<file path="config.mk">
export PLATFORM = sky130hd
export DESIGN_NAME = swtlb_top
export DESIGN_NICKNAME = d
export VERILOG_FILES = /design/src/rtl/tlbx_pkg.sv /design/src/rtl/tlbx_rand.sv /design/src/rtl/tlbx_cam.sv /design/src/rtl/tlbx_regs.sv /design/src/rtl/swtlb_top.sv
export SDC_FILE = /design/constraint.sdc
export NUM_CORES = 1
export LEC_CHECK = 0
export BUFFER_PORTS_ARGS = -buffer_cell sky130_fd_sc_hd__buf_4
export CAP_MARGIN = 10
export CELL_PAD_IN_SITES_DETAIL_PLACEMENT = 1
export CELL_PAD_IN_SITES_GLOBAL_PLACEMENT = 1
export CORE_MARGIN = 2
export CORE_UTILIZATION = 55
export CTS_CLUSTER_DIAMETER = 120
export CTS_CLUSTER_SIZE = 30
export DETAILED_ROUTE_END_ITERATION = 10
export HOLD_SLACK_MARGIN = 0.06
export PLACE_DENSITY = 0.95
export SYNTH_ARGS = -nofsm -noshare
export SYNTH_HDL_FRONTEND = slang
export SYNTH_HIERARCHICAL = 1
export SYNTH_SLANG_ARGS = --single-unit
export TNS_END_PERCENT = 5
</file>
<file path="constraint.sdc">
create_clock -name clk -period 5.59 [get_ports clk]
set_input_delay 0.2795 -clock clk [delete_from_list [all_inputs] [get_ports clk]]
set_output_delay 0.2795 -clock clk [all_outputs]
set_load 0.01 [all_outputs]
</file>
<file path="src/rtl/tlbx_pkg.sv">
package tlbx_pkg;
    localparam int VA_W       = 32;
    localparam int PAGE_BITS  = 12;
    localparam int VPN_W      = VA_W - PAGE_BITS;
    localparam int PFN_W      = 20;
    localparam int ENTRIES    = 16;
    localparam int IDX_W      = $clog2(ENTRIES);
    localparam int CTX_BASE_W = 12;
    localparam int CTX_VPN_W  = VA_W - CTX_BASE_W - 2;
    localparam int RA_W       = 3;

    typedef struct packed {
        logic             valid;
        logic             dirty;
        logic [PFN_W-1:0] pfn;
        logic [VPN_W-1:0] vpn;
    } tlb_entry_t;

    typedef enum logic [RA_W-1:0] {
        RG_TAG  = 3'd0,
        RG_LO   = 3'd1,
        RG_CTX  = 3'd2,
        RG_BAD  = 3'd3,
        RG_RAND = 3'd4
    } reg_sel_e;

    function automatic logic [VPN_W-1:0] page_of(input logic [VA_W-1:0] a);
        return a[VA_W-1:PAGE_BITS];
    endfunction
endpackage

</file>
<file path="src/rtl/tlbx_rand.sv">
module tlbx_rand
    import tlbx_pkg::*;
#(
    parameter int N  = ENTRIES,
    parameter int IW = IDX_W
) (
    input  logic          clk,
    input  logic          rst,
    output logic [IW-1:0] idx
);
    localparam logic [IW-1:0] TOP = IW'(N - 1);

    always_ff @(posedge clk) begin
        if (rst)              idx <= TOP;
        else if (idx == '0)   idx <= TOP;
        else                  idx <= idx - 1'b1;
    end


    rand_step_chk: assert property (@(posedge clk) disable iff (rst)
        (idx != '0) |=> (idx == $past(idx) - 1'b1));

    rand_wrap_chk: assert property (@(posedge clk) disable iff (rst)
        (idx == '0) |=> (idx == TOP));
endmodule

</file>
<file path="src/rtl/tlbx_cam.sv">
module tlbx_cam
    import tlbx_pkg::*;
#(
    parameter int N  = ENTRIES,
    parameter int IW = IDX_W
) (
    input  logic             clk,
    input  logic             rst,
    input  logic             we,
    input  logic [IW-1:0]    widx,
    input  tlb_entry_t       wentry,
    input  logic [VPN_W-1:0] look_vpn,
    output logic             found,
    output tlb_entry_t       sel
);
    tlb_entry_t      ents [N];
    logic [N-1:0]    mvec;

    always_ff @(posedge clk) begin
        if (rst) begin
            for (int i = 0; i < N; i++) ents[i] <= '0;
        end else if (we) begin
            ents[widx] <= wentry;
        end
    end

    for (genvar g = 0; g < N; g++) begin : g_cmp
        assign mvec[g] = (ents[g].vpn == look_vpn);
    end

    always_comb begin
        found = 1'b0;
        sel   = '0;
        for (int i = N - 1; i >= 0; i--) begin
            if (mvec[i]) begin
                found = 1'b1;
                sel   = ents[i];
            end
        end
    end


    slot_write_chk: assert property (@(posedge clk) disable iff (rst)
        we |=> (ents[$past(widx)] == $past(wentry)));
endmodule

</file>
<file path="src/rtl/tlbx_regs.sv">
module tlbx_regs
    import tlbx_pkg::*;
(
    input  logic             clk,
    input  logic             rst,
    input  logic             reg_wr,
    input  logic [RA_W-1:0]  reg_addr,
    input  logic [VA_W-1:0]  reg_wdata,
    input  logic             miss,
    input  logic             hit,
    input  logic [VA_W-1:0]  va,
    input  logic [IDX_W-1:0] rand_idx,
    output tlb_entry_t       staged,
    output logic [VA_W-1:0]  rdata
);
    logic [VA_W-1:0]       st_tag, st_lo, bad;
    logic [CTX_BASE_W-1:0] ctx_base;
    logic [CTX_VPN_W-1:0]  ctx_vpn;

    always_ff @(posedge clk) begin
        if (rst) begin
            st_tag   <= '0;
            st_lo    <= '0;
            bad      <= '0;
            ctx_base <= '0;
            ctx_vpn  <= '0;
        end else begin
            if (reg_wr && reg_addr == RG_TAG) st_tag <= reg_wdata;
            if (reg_wr && reg_addr == RG_LO)  st_lo  <= reg_wdata;
            if (reg_wr && reg_addr == RG_CTX)
                ctx_base <= reg_wdata[VA_W-1 -: CTX_BASE_W];
            if (miss) begin
                bad     <= va;
                ctx_vpn <= va[PAGE_BITS +: CTX_VPN_W];
            end
        end
    end

    always_comb begin
        staged.valid = st_lo[0];
        staged.dirty = st_lo[1];
        staged.pfn   = st_lo[VA_W-1 -: PFN_W];
        staged.vpn   = page_of(st_tag);
    end

    always_comb begin
        case (reg_addr)
            RG_TAG:  rdata = st_tag;
            RG_LO:   rdata = st_lo;
            RG_CTX:  rdata = {ctx_base, ctx_vpn, 2'b00};
            RG_BAD:  rdata = bad;
            RG_RAND: rdata = {{(VA_W-IDX_W){1'b0}}, rand_idx};
            default: rdata = '0;
        endcase
    end


    bad_latch_chk: assert property (@(posedge clk) disable iff (rst)
        miss |=> (bad == $past(va)));

    hit_keeps_bad_chk: assert property (@(posedge clk) disable iff (rst)
        hit |=> ($stable(bad) && $stable(ctx_vpn)));
endmodule

</file>
<file path="src/rtl/swtlb_top.sv">
module swtlb_top
    import tlbx_pkg::*;
(
    input  logic            clk,
    input  logic            rst,
    input  logic            lk_req,
    input  logic [VA_W-1:0] lk_va,
    input  logic            lk_store,
    output logic            lk_hit,
    output logic [VA_W-1:0] lk_pa,
    output logic            lk_valid,
    output logic            lk_dirty,
    output logic            lk_miss,
    output logic            lk_modfault,
    input  logic            reg_wr,
    input  logic [RA_W-1:0] reg_addr,
    input  logic [VA_W-1:0] reg_wdata,
    output logic [VA_W-1:0] reg_rdata,
    input  logic            wr_rand
);
    logic [IDX_W-1:0] rand_idx;
    tlb_entry_t       staged, sel;
    logic             found;

    tlbx_rand #(.N(ENTRIES), .IW(IDX_W)) u_rand (
        .clk(clk), .rst(rst), .idx(rand_idx)
    );

    tlbx_cam #(.N(ENTRIES), .IW(IDX_W)) u_cam (
        .clk(clk), .rst(rst), .we(wr_rand), .widx(rand_idx),
        .wentry(staged), .look_vpn(page_of(lk_va)),
        .found(found), .sel(sel)
    );

    tlbx_regs u_regs (
        .clk(clk), .rst(rst), .reg_wr(reg_wr), .reg_addr(reg_addr),
        .reg_wdata(reg_wdata), .miss(lk_miss), .hit(lk_hit), .va(lk_va),
        .rand_idx(rand_idx), .staged(staged), .rdata(reg_rdata)
    );

    always_comb begin
        lk_hit      = lk_req && found && sel.valid;
        lk_miss     = lk_req && !lk_hit;
        lk_pa       = {sel.pfn, lk_va[PAGE_BITS-1:0]};
        lk_valid    = found && sel.valid;
        lk_dirty    = found && sel.dirty;
        lk_modfault = lk_hit && lk_store && !sel.dirty;
    end


    modfault_needs_hit_chk: assert property (@(posedge clk) disable iff (rst)
        lk_modfault |-> (lk_hit && lk_store));

    hit_miss_excl_chk: assert property (@(posedge clk) disable iff (rst)
        lk_req |-> (lk_hit != lk_miss));
endmodule

</file>
==> results.sh <==
export IMPL_cts_root_buf="clkbuf_16"
export IMPL_status="complete, no violations"
export IMPL_insertion_delay_ns=0.67
export IMPL_power_density_nw_per_um2=265.3
export IMPL_n_fill_cell=6512
export IMPL_min_to="u_regs/bad[8]"
export IMPL_pre_cts_ws_ns=1.059
export IMPL_grt_pass1_vias=28280
export IMPL_reg2reg_slack_ns=0.82
export IMPL_grt_pass1_wl_um=191600
export IMPL_path_max_fanout=13
export IMPL_path_delay_family="compound AO/OA/AOI/OAI gates"
export IMPL_min_from="lk_va[8]"
export IMPL_period_share_pct=91.95
export IMPL_drt_first_pass_iters=9
export IMPL_design_area_sq_um=39570
export IMPL_cp_slowest_cell="o41ai_2"
export IMPL_post_place_cells=3811
export IMPL_drtAntennaViolNets=0
export IMPL_clk_pin_slew_ns=0.12
export IMPL_worstPathCellList="xor2_1 -> nor4_1 -> nand3_2 -> nand2_1 -> o221ai_1 -> a2111oi_1 -> a21oi_1 -> o41ai_2 -> buf_4"
export IMPL_cts_tree="built"
export IMPL_core_area_sq_um=67160
export IMPL_slew_headroom_pct=3.027
export IMPL_min_delay_path_class="in2reg"
export IMPL_cellLeakagePower_nw=14.24
export IMPL_gp_congestion=0.8843
export IMPL_antenna_found_initial=11
export IMPL_dr_total_vias=27770
export IMPL_vdd_drop_max_v=0.0003541
export IMPL_final_hold_viol_count=0
export IMPL_cp_required_ns=5.31
export IMPL_drt_wl_total_um=139600
export IMPL_setup_viol=0
export IMPL_maxSlewViolCount=0
export IMPL_die_area_sq_um=69830
export IMPL_portBuffers=141
export IMPL_worst_path_buf_inv=1
export IMPL_grt_start_max_net_pins=95
export IMPL_postSynthAreaPerCell_sq_um=12.11
export IMPL_finalWorstSetupSlack_ns=0.4499
export IMPL_rsz0062_at_grt="no"
export IMPL_arrival_ns=4.86
export IMPL_cts_max_path_buffers=3
export IMPL_die_w_um=264.3
export IMPL_synthesis_nets=3151
export IMPL_dr_first_iter_drc_count=4947
export IMPL_cpPeakStageDelay_ns=0.84
export IMPL_htree_num_levels=1
export IMPL_finClkSkew_ns=0.05048
export IMPL_area_growth_pct=6.214
export IMPL_max_freq_mhz=194.5
export IMPL_dp_hpwl_um=79280
export IMPL_grt_util_all_layers_pct=37.30
export IMPL_drive_gt1_share_pct=10.68
export IMPL_grt_remaining_overflow=0
export IMPL_r2r_end="u_regs/bad[0]"
export IMPL_whs_path_depth=3
export IMPL_initial_core_util_pct=55.47
export IMPL_tightest_slew_ns=1.453
export IMPL_finalNonFillerCells=3920
export IMPL_cap_violations=0
export IMPL_fin_setup_tns_ns=0
export IMPL_rr_worst_depth=13
export IMPL_crit_path_end_kind="primary output"
export IMPL_wl_per_cell_um=35.62
export IMPL_synth_area_sq_um=37250
export IMPL_yosysWarnings=6
export IMPL_clock_sinks=784
export IMPL_path_class="reg2out"
export IMPL_placed_cell_area_sq_um=38150
export IMPL_fin_crit_ns=5.140
export IMPL_io_pins=142
export IMPL_numCtsBuffers=30
export IMPL_utilization_pct=58.92
export IMPL_die_y_um=264.3
export IMPL_postSynthCellCount=3077
export IMPL_start_kind="register"
export IMPL_rows=95
export IMPL_r2r_start="u_cam/ents[14][1]"
export IMPL_nets=3092
export IMPL_drc=0
export IMPL_vias_per_cell=7.083
layer usage:
layer	wire length, um	vias up	GRT usage [%]
met3	18480	744	8.016
met5	45	-	0
met1	46050	13590	45.80
met2	64190	2856	60.70
met4	10870	6	22.59
li1	-	10570	-
worst min-delay path, delay by kind of cell:
| kind | cells | cell delay, ns |
|---|---|---|
| buf+inv | 1 | 0.12 |
| mux | 1 | 0.15 |
| simple gates | 1 | 0.10 |
power breakdown:
part	total (W)	internal (W)	switching, W
Combinational	0.000766	0.000255	0.000510
Clock	0.00300	0.00108	0.00193
Sequential	0.00673	0.00654	0.000187
sequential cells by signal, indices dropped and copies added, names as in the netlist:
name and cells:
u_regs/bad 32, u_regs/st_lo 32, u_regs/ctx_base 12, u_cam/ents 672, u_rand/idx 4, u_regs/st_tag 32
worst max-delay path by stage:
stage | start | endpoint | slack, ns | cells after the start
after detailed placement | lk_va[25] | u_regs/bad[11] | 1.06 | 14
final | u_cam/ents[6][2] | lk_pa[31] | 0.45 | 9
after CTS | u_cam/ents[15][18] | lk_pa[31] | 0.76 | 9
after floorplan | lk_va[14] | u_regs/bad[10] | 2.20 | 17
after global routing | u_cam/ents[6][2] | lk_pa[31] | 0.54 | 9
after global placement | lk_va[25] | u_regs/bad[26] | 1.27 | 14
cell usage in the layout, fill, tap and decap left out, types with 5 or more instances in the layout:
master,n
a21oi_1,105
or2_2,18
dfxtp_1,112
a31oi_1,40
mux2i_1,34
nand2b_1,7
nand4_1,60
nor3_1,30
o221ai_1,43
nor2_2,10
buf_4,195
clkbuf_16,31
and2_1,676
nor2_1,72
dlygate4sd3_1,46
clkbuf_1,24
nand3_1,17
a21oi_2,13
nor3_2,8
o21ai_0,36
edfxtp_1,672
nor2b_1,33
mux4_2,28
diode_2,5
inv_1,19
xor2_1,160
a221oi_1,24
o21ai_1,12
nand2_1,222
nor4_1,41
a222oi_1,39
xnor2_1,161
per-stage QoR:
step / hold WS [ns] / power [W]
2_1_floorplan: 0.3728 / 0.007199
3_3_place_gp: 0.4392 / 0.007438
3_5_place_dp: 0.4529 / 0.007508
4_1_cts: 0.06236 / 0.01030
5_1_grt: 0.07398 / 0.01064
6_report: 0.08299 / 0.01050
timing repair:
action	CTS	global route
gates resized for setup	0	0
endpoints found under the setup margin	0	0
hold buffers	46	0
buffers inserted	0	0
hold endpoints to repair	87	0
cell type report:
class | instances | area [sq um] | share of cell area [%]
sequential | 784 | 22420 | 56.67
multi-input combinational | 1939 | 13100 | 33.10
timing repair buffer | 243 | 1972 | 4.984
tap | 873 | 1092 | 2.761
clock buffer | 55 | 865.8 | 2.188
inverter | 20 | 75.07 | 0.1897
clock inverter | 1 | 30.03 | 0.07589
antenna | 5 | 12.51 | 0.03162
Power figures use the tool's default switching activity.
